### config.mk
export PLATFORM = sky130hd
export DESIGN_NAME = smt_split_queue
export DESIGN_NICKNAME = d
export VERILOG_FILES = /design/src/rtl/smtq_pkg.sv /design/src/rtl/smtq_slot_pick.sv /design/src/rtl/smtq_order_fifo.sv /design/src/rtl/smtq_deq_arb.sv /design/src/rtl/smt_split_queue.sv
export SDC_FILE = /design/constraint.sdc
export NUM_CORES = 1
export LEC_CHECK = 0
export BUFFER_PORTS_ARGS = -buffer_cell sky130_fd_sc_hd__clkbuf_2
export CORE_UTILIZATION = 25
export CTS_CLUSTER_SIZE = 24
export DETAILED_ROUTE_END_ITERATION = 7
export PLACE_DENSITY = 0.36
export SLEW_MARGIN = 5
export SYNTH_ARGS = -nofsm -noshare
export SYNTH_HDL_FRONTEND = slang
export SYNTH_SLANG_ARGS = --single-unit
### constraint.sdc
create_clock -name clk -period 10.6 [get_ports clk]
set_input_delay 1.06 -clock clk [delete_from_list [all_inputs] [get_ports clk]]
set_output_delay 1.06 -clock clk [all_outputs]
set_load 0.01 [all_outputs]
### src/rtl/smtq_pkg.sv
// Shared types for the two-thread partitioned queue.
// Assumes exactly two threads; thread IDs are one bit wide.
package smtq_pkg;

    // Placement scheme selected by the configuration input
    typedef enum logic {
        PART_FIXED  = 1'b0,
        PART_SHARED = 1'b1
    } part_mode_e;

    // Result of the read-side arbitration
    typedef struct packed {
        logic valid;
        logic tid;
    } pick_t;

endpackage

### src/rtl/smtq_slot_pick.sv
// Finds the lowest-numbered set bit of a free-slot mask.
// Assumes the mask already excludes slots the thread may not use.
module smtq_slot_pick #(
    parameter int DEPTH = 16,
    parameter int IDX_W = 4
) (
    input  logic [DEPTH-1:0] free_mask,
    output logic             found,
    output logic [IDX_W-1:0] idx
);

    // Scan from the top so that the lowest free slot wins
    always_comb begin
        found = 1'b0;
        idx   = '0;
        for (int i = DEPTH - 1; i >= 0; i--) begin
            if (free_mask[i]) begin
                found = 1'b1;
                idx   = IDX_W'(i);
            end
        end
    end

endmodule

### src/rtl/smtq_order_fifo.sv
// Keeps the arrival order of one thread as a ring of slot indices.
// Assumes the caller never pushes when DEPTH indices are held
// and never pops when empty.
module smtq_order_fifo #(
    parameter int DEPTH = 16,
    parameter int IDX_W = 4,
    parameter int CNT_W = 5
) (
    input  logic             clk,
    input  logic             rst_n,
    input  logic             push,
    input  logic [IDX_W-1:0] push_idx,
    input  logic             pop,
    output logic [IDX_W-1:0] head_idx,
    output logic [CNT_W-1:0] count
);

    logic [IDX_W-1:0] ring [DEPTH];
    logic [IDX_W-1:0] rd_ptr;
    logic [IDX_W-1:0] wr_ptr;

    function automatic logic [IDX_W-1:0] bump(input logic [IDX_W-1:0] p);
        return (p == IDX_W'(DEPTH - 1)) ? '0 : p + 1'b1;
    endfunction

    // Store the slot index of each accepted write
    always_ff @(posedge clk) begin
        if (push) ring[wr_ptr] <= push_idx;
    end

    // Advance the pointers and track the occupancy
    always_ff @(posedge clk) begin
        if (!rst_n) begin
            rd_ptr <= '0;
            wr_ptr <= '0;
            count  <= '0;
        end else begin
            if (push) wr_ptr <= bump(wr_ptr);
            if (pop)  rd_ptr <= bump(rd_ptr);
            case ({push, pop})
                2'b10:   count <= count + 1'b1;
                2'b01:   count <= count - 1'b1;
                default: count <= count;
            endcase
        end
    end

    assign head_idx = ring[rd_ptr];

endmodule

### src/rtl/smtq_deq_arb.sv
// Chooses which thread reads this cycle; alternates when both are eligible.
// Assumes eligibility already includes downstream ready and non-empty.
module smtq_deq_arb
    import smtq_pkg::*;
(
    input  logic       clk,
    input  logic       rst_n,
    input  logic [1:0] elig,
    output pick_t      pick
);

    logic last_tid;

    // Select a thread, favouring the one not served last
    always_comb begin
        pick.valid = |elig;
        if (&elig) pick.tid = ~last_tid;
        else       pick.tid = elig[1];
    end

    // Remember the last served thread; reset makes thread 0 go first
    always_ff @(posedge clk) begin
        if (!rst_n)          last_tid <= 1'b1;
        else if (pick.valid) last_tid <= pick.tid;
    end

endmodule

### src/rtl/smt_split_queue.sv
// Two-thread queue with per-thread occupancy caps and a choice of fixed
// or shared slot placement. A halted thread hands its share to the other.
// Assumes DEPTH is even and at least 2, and that part_dyn changes only
// while the queue is idle.
module smt_split_queue
    import smtq_pkg::*;
#(
    parameter int DEPTH  = 16,
    parameter int DATA_W = 32
) (
    input  logic                         clk,
    input  logic                         rst_n,
    input  logic                         part_dyn,
    input  logic [1:0]                   halt_req,
    input  logic                         enq_valid,
    input  logic                         enq_tid,
    input  logic [DATA_W-1:0]            enq_data,
    input  logic [1:0]                   deq_ready,
    output logic                         deq_valid,
    output logic                         deq_tid,
    output logic [DATA_W-1:0]            deq_data,
    output logic [1:0]                   thr_full,
    output logic [1:0]                   thr_empty,
    output logic [$clog2(DEPTH+1)-1:0]   thr_count0,
    output logic [$clog2(DEPTH+1)-1:0]   thr_count1,
    output logic [1:0]                   thr_halted
);

    localparam int HALF  = DEPTH / 2;
    localparam int IDX_W = (DEPTH > 1) ? $clog2(DEPTH) : 1;
    localparam int CNT_W = $clog2(DEPTH + 1);

    function automatic logic [DEPTH-1:0] low_half_mask();
        logic [DEPTH-1:0] m;
        m = '0;
        for (int i = 0; i < HALF; i++) m[i] = 1'b1;
        return m;
    endfunction

    localparam logic [DEPTH-1:0] LOW_MASK = low_half_mask();

    logic [DATA_W-1:0]        store [DEPTH];
    logic [DEPTH-1:0]         busy;
    logic [DEPTH-1:0]         set_vec;
    logic [DEPTH-1:0]         clr_vec;
    logic [1:0]               halted;
    logic [1:0]               halted_nx;
    logic [1:0][CNT_W-1:0]    cnt;
    logic [1:0][CNT_W-1:0]    quota;
    logic [1:0][DEPTH-1:0]    allow;
    logic [1:0][IDX_W-1:0]    head_slot;
    logic [1:0][IDX_W-1:0]    new_slot;
    logic [1:0]               slot_ok;
    logic [1:0]               cap_hit;
    logic [1:0]               push;
    logic [1:0]               pop;
    logic [1:0]               elig;
    part_mode_e               mode;
    pick_t                    pick;

    assign mode = part_mode_e'(part_dyn);

    // Per-thread quota, slot range, full/empty and order tracking
    for (genvar t = 0; t < 2; t++) begin : g_thr
        localparam logic [DEPTH-1:0] OWN = (t == 0) ? LOW_MASK : ~LOW_MASK;

        assign quota[t]   = halted[1-t] ? CNT_W'(DEPTH) : CNT_W'(HALF);
        assign allow[t]   = (mode == PART_SHARED || halted[1-t]) ? ~busy
                                                                 : (~busy & OWN);
        assign cap_hit[t] = (cnt[t] >= quota[t]);
        assign thr_full[t]  = halted[t] | cap_hit[t] | ~slot_ok[t];
        assign thr_empty[t] = (cnt[t] == '0);
        assign push[t] = enq_valid && (enq_tid == 1'(t)) && !thr_full[t];
        assign elig[t] = !thr_empty[t] && deq_ready[t];
        assign pop[t]  = pick.valid && (pick.tid == 1'(t));

        smtq_slot_pick #(
            .DEPTH (DEPTH),
            .IDX_W (IDX_W)
        ) u_pick (
            .free_mask (allow[t]),
            .found     (slot_ok[t]),
            .idx       (new_slot[t])
        );

        smtq_order_fifo #(
            .DEPTH (DEPTH),
            .IDX_W (IDX_W),
            .CNT_W (CNT_W)
        ) u_order (
            .clk      (clk),
            .rst_n    (rst_n),
            .push     (push[t]),
            .push_idx (new_slot[t]),
            .pop      (pop[t]),
            .head_idx (head_slot[t]),
            .count    (cnt[t])
        );
    end

    smtq_deq_arb u_arb (
        .clk   (clk),
        .rst_n (rst_n),
        .elig  (elig),
        .pick  (pick)
    );

    // One-hot masks of the slot taken and the slot released this cycle
    always_comb begin
        set_vec = '0;
        clr_vec = '0;
        if (|push)      set_vec[new_slot[enq_tid]]   = 1'b1;
        if (pick.valid) clr_vec[head_slot[pick.tid]] = 1'b1;
    end

    // Write the payload into the chosen slot
    always_ff @(posedge clk) begin
        if (|push) store[new_slot[enq_tid]] <= enq_data;
    end

    // Track which slots hold live entries
    always_ff @(posedge clk) begin
        if (!rst_n) busy <= '0;
        else        busy <= (busy & ~clr_vec) | set_vec;
    end

    // Halt changes wait for an empty thread; thread 0 wins a tie
    always_comb begin
        halted_nx = halted;
        if (cnt[0] == '0 && !push[0])
            halted_nx[0] = halt_req[0] && !halted[1];
        if (cnt[1] == '0 && !push[1])
            halted_nx[1] = halt_req[1] && !halted_nx[0];
    end

    // Register the mode of each thread
    always_ff @(posedge clk) begin
        if (!rst_n) halted <= 2'b00;
        else        halted <= halted_nx;
    end

    assign deq_valid  = pick.valid;
    assign deq_tid    = pick.tid;
    assign deq_data   = store[head_slot[pick.tid]];
    assign thr_count0 = cnt[0];
    assign thr_count1 = cnt[1];
    assign thr_halted = halted;

endmodule

* Word level (Yosys, flattened, before mapping)
Memory sizes are Yosys's and may differ from the RTL's. A register that Yosys moved wholly into a read port is not among the register bits.
Cells that the tools add are included.
** Operators by class
- $lt $le $gt $ge :: 8
- Equal/unequal tests :: 8
- Multiplexer cells :: 96
- Reduce and logical (&&, ||, !) cells :: 31
- Bitwise operators :: 13
- Add/sub/neg operators :: 8
** Operators by type and width (count)
- 2-to-1 mux 4 bit :: 44
- 2-to-1 mux 16 bit :: 3
- 2-to-1 mux 1 bit :: 42
- inverter 16 bit :: 2
- one-hot mux 5 bit (2 select lines) :: 2
- adder 4 x 1 -> 4 bit, second input constant :: 4
- AND 16 bit :: 1
- == test 4 bit, second input constant :: 4
- bitwise OR 16 bit :: 1
- logical AND 1 bit :: 14
- adder 5 x 1 -> 5 bit, second input constant :: 2
- greater-or-equal comparator 5 bit :: 2
- zero test 5 bit :: 2
- < comparator 4 x 5 -> 1 bit, second input constant :: 2
- 2-to-1 mux 5 bit :: 2
- subtractor 5 x 1 -> 5 bit, second input constant :: 2
- demux 1 bit (select 4 bit) :: 2
- greater-or-equal comparator 4 x 1 -> 1 bit, second input constant :: 2
- zero test 1 bit :: 8
- 2-to-1 mux 8 bit :: 1
- inverter 1 bit :: 5
- == test 2 x 1 -> 1 bit, second input constant :: 2
- == test 2 bit, second input constant :: 2
- < comparator 1 x 2 -> 1 bit, second input constant :: 2
- other kinds (5) :: 11
** Storage, ports and cells
- Memories kept :: 3
- Output and inout port bits :: 50
- Word-level logic and storage cells :: 177
- Memory bits (writable) :: 640
- Flip-flop bits (word level) :: 45
** Memories
- store :: depth 16, width 32, read ports 1, clocked after Yosys merged registers in 0, wr ports 1, line smt_split_queue.sv:42 : logic [DATA_W-1:0] store [DEPTH];
- g_thr[0].u_order.ring :: depth 16, width 4, read ports 1, clocked after Yosys merged registers in 1, wr ports 1, line smtq_order_fifo.sv:18 : logic [IDX_W-1:0] ring [DEPTH];
- g_thr[1].u_order.ring :: depth 16, width 4, read ports 1, clocked after Yosys merged registers in 1, wr ports 1, line smtq_order_fifo.sv:18

* Longest topological paths before layout
- Depth in word-level cells :: 27
- Mapped depth :: 17
- Gate-level depth less buffers :: 16

* Modules after synthesis
A second synthesis with hierarchy kept.
** Second synthesis, totals
- Cell total of the unflattened synthesis :: 2088
- Area total of the unflattened synthesis :: 30578.1 sq um
** By module, submodules not included
- smt_split_queue :: instances 1, seq. area each 15735.1 sq um, cells each 1596, area each 23294.8 sq um
- smtq_order_fifo :: instances 2, seq. area each 2262.2 sq um, cells each 210, area each 3434.5 sq um
- smtq_slot_pick :: instances 2, seq. area each 0.0 sq um, cells each 33, area each 178.9 sq um
- smtq_deq_arb :: instances 1, seq. area each 20.0 sq um, cells each 6, area each 56.3 sq um

* Worst setup path before layout
No wires, ideal clock.
- Path kind :: input port to flip-flop
- Start point :: in part_dyn
- End point :: mem store[14][0] (enable)
- Path buffers :: 1
- Setup time :: 0.470 ns
- Required time :: 10.130 ns
- Path slack :: 5.550 ns
- Arrival time :: 4.579 ns
- Cell stages on the path :: 7
- Cell sequence :: nor2_1 nor2b_1 a31oi_1 a21oi_1 o211a_1 clkbuf_1 nor3b_1
** Between the ends
- Word-level cells in the longest chain between the ends :: 25
** Ends and longest elaborated chain
- start: declaration :: line smt_split_queue.sv:13 : input logic part_dyn,
- logical OR 1 bit :: line smt_split_queue.sv:68 : assign allow[t] = (mode == PART_SHARED || halted[1-t]) ? ~busy
- 2-to-1 mux 16 bit :: line smt_split_queue.sv:68
- 2-to-1 mux 1 bit (16 in a row) :: line smtq_slot_pick.sv:17 : if (free_mask[i]) begin
- inverter 1 bit :: line smt_split_queue.sv:71 : assign thr_full[t] = halted[t] | cap_hit[t] | ~slot_ok[t];
- bitwise OR 1 bit :: line smt_split_queue.sv:71
- zero test 1 bit :: line smt_split_queue.sv:73 : assign push[t] = enq_valid && (enq_tid == 1'(t)) && !thr_full[t];
- logical AND 1 bit :: line smt_split_queue.sv:73
- OR reduction 2 bit :: line smt_split_queue.sv:118 : if (|push) store[new_slot[enq_tid]] <= enq_data;
- 2-to-1 mux 1 bit :: line smt_split_queue.sv:118
- 2-to-1 mux 1 bit (implied by the code) :: line smt_split_queue.sv:118
- end: declaration :: line smt_split_queue.sv:42
Several ways; a longest one is shown, not always the timed one. The select of a mux whose other input is x is not followed.

* Worst setup path after layout
- Start point :: reg g_thr[1].u_order.count[0]
- End point :: out deq_data[30]
** Between the ends
- Word-level cells in the longest chain between the ends :: 8
** Ends and longest elaborated chain
- start: declaration :: line smtq_order_fifo.sv:15 : output logic [CNT_W-1:0] count
- start signal: assignment :: line smtq_order_fifo.sv:41 : 2'b10: count <= count + 1'b1;
- start signal: assignment :: line smtq_order_fifo.sv:42 : 2'b01: count <= count - 1'b1;
- start signal: assignment :: line smtq_order_fifo.sv:43 : default: count <= count;
- zero test 5 bit (*) :: line smt_split_queue.sv:72 : assign thr_empty[t] = (cnt[t] == '0);
- zero test 1 bit (*) :: line smt_split_queue.sv:74 : assign elig[t] = !thr_empty[t] && deq_ready[t];
- logical AND 1 bit (*) :: line smt_split_queue.sv:74
- AND reduction 2 bit :: line smtq_deq_arb.sv:17 : if (&elig) pick.tid = ~last_tid;
- 2-to-1 mux 1 bit (*) :: line smtq_deq_arb.sv:17
- 2-to-1 mux 4 bit (implied by the code) (*) (2 in a row) :: line smt_split_queue.sv:144 : assign deq_data = store[head_slot[pick.tid]];
- memory (16 x 32 bit) (*)
- end: declaration :: line smt_split_queue.sv:21 : output logic [DATA_W-1:0] deq_data,
Mark *: on every way between the ends. The rest lies on a longest branch, timed or not. The select of a mux whose other input is x is not followed.

==> results.yml <==
run_status:
  status: "finished, final reports clean"
clocking:
  cts_sinks: 693
  clock_latency_ns: 0.65
  cts_buffers: 83
  cts_setup_buffers: 0
  clockBufferDepth: 3
  h-tree-depth: 3
  path_clk_slew_ns: 0.06
  cts-root-buf: "clkbuf_16"
  cts_hold_buf: 0
  ctsResizeCount: 0
  cts_tree: "yes"
setup_path:
  critPathLaunchType: "register"
  crit_slowest_cell: "buf_4"
  crit_path_end_kind: "primary output"
  r2r_cells: 15
  crit_chain: "or3_1 > or3_1 > o211ai_1 > buf_4 > mux2i_4 > buf_4 > buf_4 > and2_2 > buf_4 > nand3_1 > nand4_1 > nand2_1 > clkbuf_2"
  path_max_fanout: 61
  cp.required_ns: 9.54
  path_class: "register to primary output"
  cp.arrival_ns: 5.29
  path_common_cell: "buf_4"
  critPathBufInv: 5
  max_stage_delay_ns: 0.82
  path_delay_family: "buffers and inverters"
  crit_cells: 13
drt:
  vias: 16517
  vias_per_cell: 4.51
  ant_nets: 0
  totalWireLength_mm: 77.8
  wl_per_cell_um: 21.2
  drt-initial-drc-count: 1000
  drc: 0
  dr.pass1.iters: 5
global_route:
  grt_max_degree: 196
  antenna_found_initial: 5
  grt_pass1_wl_mm: 114
  first_global_vias: 16826
  gr-total-overflow: 0
  track_usage: 0.136
cells_and_area:
  antenna_cells: 0
  drive_gt1_frac: 0.142
  final_common_cell: "edfxtp_1"
  final_cell_mix: "640 x edfxtp_1, 464 x nand2_1, 143 x nand3_1"
  layout.nets: 2177
  area_delta_synth_final_pct: 16.7
synth:
  syn-mean-instance-area_um2: 14.0
  synth_flop_cell: "edfxtp_1"
  async_flop_share: 0
  yosysSeqAreaShare: 0.719
  yosysWarnings: 0
  synth_top_cell_by_area: "edfxtp_1"
  synth_cell_types: 57
  ys_ff_latch: 693
  synth_edf_count: 640
  synth.area.top_cells: "edfxtp_1 68%, nand2_1 6.2%, mux2i_1 3.9%"
  synth_cells: 2013
  netlist_area_mm2: 0.0282
  synth_nets: 2078
  yosysTopAreaCellShare: 0.681
min_path:
  worstHoldPathCells: 2
  hp-class: "register to register"
flow_run:
  drv_cap: 0
die:
  num_io_pins: 91
  num_rows: 122
  dieArea_mm2: 0.114
  die_w_um: 338
  start_util: 0.254
  core_mm2: 0.111
  die_h_um: 338
timing:
  max_slew_margin: 0.162
  skew_ns: 0.0211
  min_period_ns: 6.35
  period_share: 0.599
  fin_ws_ns: 4.25
  finalHoldViolations: 0
  max_freq_mhz: 158
  final_max_slew_viol_count: 0
  final-setup-viol-count: 0
  worstMarginPinSlew_ns: 1.24
  rsz0062_at_grt: "false"
  fin_tns_setup_ns: 0
placement:
  dp_slack_ns: 4.68
  port_buffers: 90
  place_congestion: 0.734
  dp_hpwl_mm: 41.6
power_and_ir_drop:
  power.total_uw: 10000
  power_density_mw_per_mm2: 304
  vdd_drop_max_mv: 0.297
  p_leak_uw: 0.0111
[through the flow]
stage / cells / hold slack, ns / utilization / area (um^2)
final: 3666 / 0.488 / 0.296 / 32900
after global routing: 3666 / 0.562 / 0.296 / 32900
after CTS: 3666 / 0.486 / 0.296 / 32900
after detailed placement: 3515 / 0.470 / 0.273 / 30400
after global placement: 3515 / 0.485 / 0.273 / 30400
after floorplan: 2013 / 0.440 / - / 28200
[power breakdown]
part           total, uW  internal (uW)  leakage (uW)  switching (uW)
logic               4040           1300       0.00371            2730
clock network       2700           1570       0.00125            1130
registers           3260           3190       0.00619            72.9
[cell families (layout without fill, tap and decap cells)]
kind of cell / count (synthesis) / count (layout) / synth area share
flip-flops: 693 / 693 / 0.719
buffers and inverters: 147 / 312 / 0.0245
AO/OA/AOI/OAI: 183 / 183 / 0.0456
XOR/XNOR: 12 / 12 / 0.00373
adder cells (fa/ha/maj): 24 / 24 / 0.0112
multiplexers: 147 / 147 / 0.0675
AND/OR/NAND/NOR: 807 / 807 / 0.129
[layout make-up]
cell class              count  area, um^2
clock buffers             104        2200
clock inverters            47         369
fillers                 11162       78400
inverters                  35         131
multi-input cells        1173        7340
flip-flops and latches    693       20300
well taps                1488        1860
repair buffers            126         746
[routing by layer]
layer | share of wire | track usage | routed length, um
met1 | 0.46 | 0.183 | 36000
met2 | 0.47 | 0.222 | 36600
met3 | 0.051 | 0.0289 | 3960
met4 | 0.016 | 0.0349 | 1220
met5 | 0.00041 | 0 | 32
[sequential cells by signal (all words and copies together) (netlist names), named ones only]
name                  count
g_thr.u_order.count      10
g_thr.u_order.wr_ptr      8
u_arb.last_tid            1
busy                     16
g_thr.u_order.ring      128
g_thr.u_order.rd_ptr      8
store                   512
thr_halted                2
[final timing paths]
| kind | startpoint | to | slack (ns) |
|---|---|---|---|
| max | g_thr[1].u_order.count[0]$_SDFFE_PN0P_ | deq_data[30] | 4.25 |
| min | u_arb.last_tid$_SDFFE_PN1P_ | u_arb.last_tid$_SDFFE_PN1P_ | 0.49 |
| max reg2reg | g_thr[1].u_order.count[0]$_SDFFE_PN0P_ | g_thr[0].u_order.count[4]$_SDFFE_PN0P_ | 6.48 |
| min reg2reg | u_arb.last_tid$_SDFFE_PN1P_ | u_arb.last_tid$_SDFFE_PN1P_ | 0.49 |
[Yosys cell counts, types with 7 or more instances]
| library cell | number |
|---|---|
| mux2i_1 | 109 |
| a21o_1 | 7 |
| a21boi_0 | 15 |
| a22oi_1 | 7 |
| buf_2 | 39 |
| nand4_1 | 39 |
| buf_1 | 10 |
| edfxtp_1 | 640 |
| and2_1 | 19 |
| dfxtp_1 | 53 |
| buf_4 | 7 |
| buf_6 | 8 |
| nand2_1 | 464 |
| xnor2_1 | 8 |
| nor3_1 | 18 |
| a32oi_1 | 32 |
| ha_1 | 22 |
| a21oi_1 | 16 |
| nand3_1 | 143 |
| nand3b_1 | 33 |
| o21a_1 | 19 |
| o21ai_0 | 26 |
| nor2_1 | 46 |
| inv_1 | 34 |
| clkbuf_1 | 47 |
| nor2b_1 | 20 |
| a31oi_1 | 41 |
| mux4_2 | 33 |
[worst register-to-register path: cells and delay by family, from the launching register on]
kind	cells	cell delay [ns]
buffers and inverters	4	0.77
AO/OA/AOI/OAI	4	0.45
flip-flops	1	0.37
AND/OR/NAND/NOR	4	1.61
adder cells (fa/ha/maj)	2	0.73
XOR/XNOR	1	0.13
(Power assumes the default switching activity.)
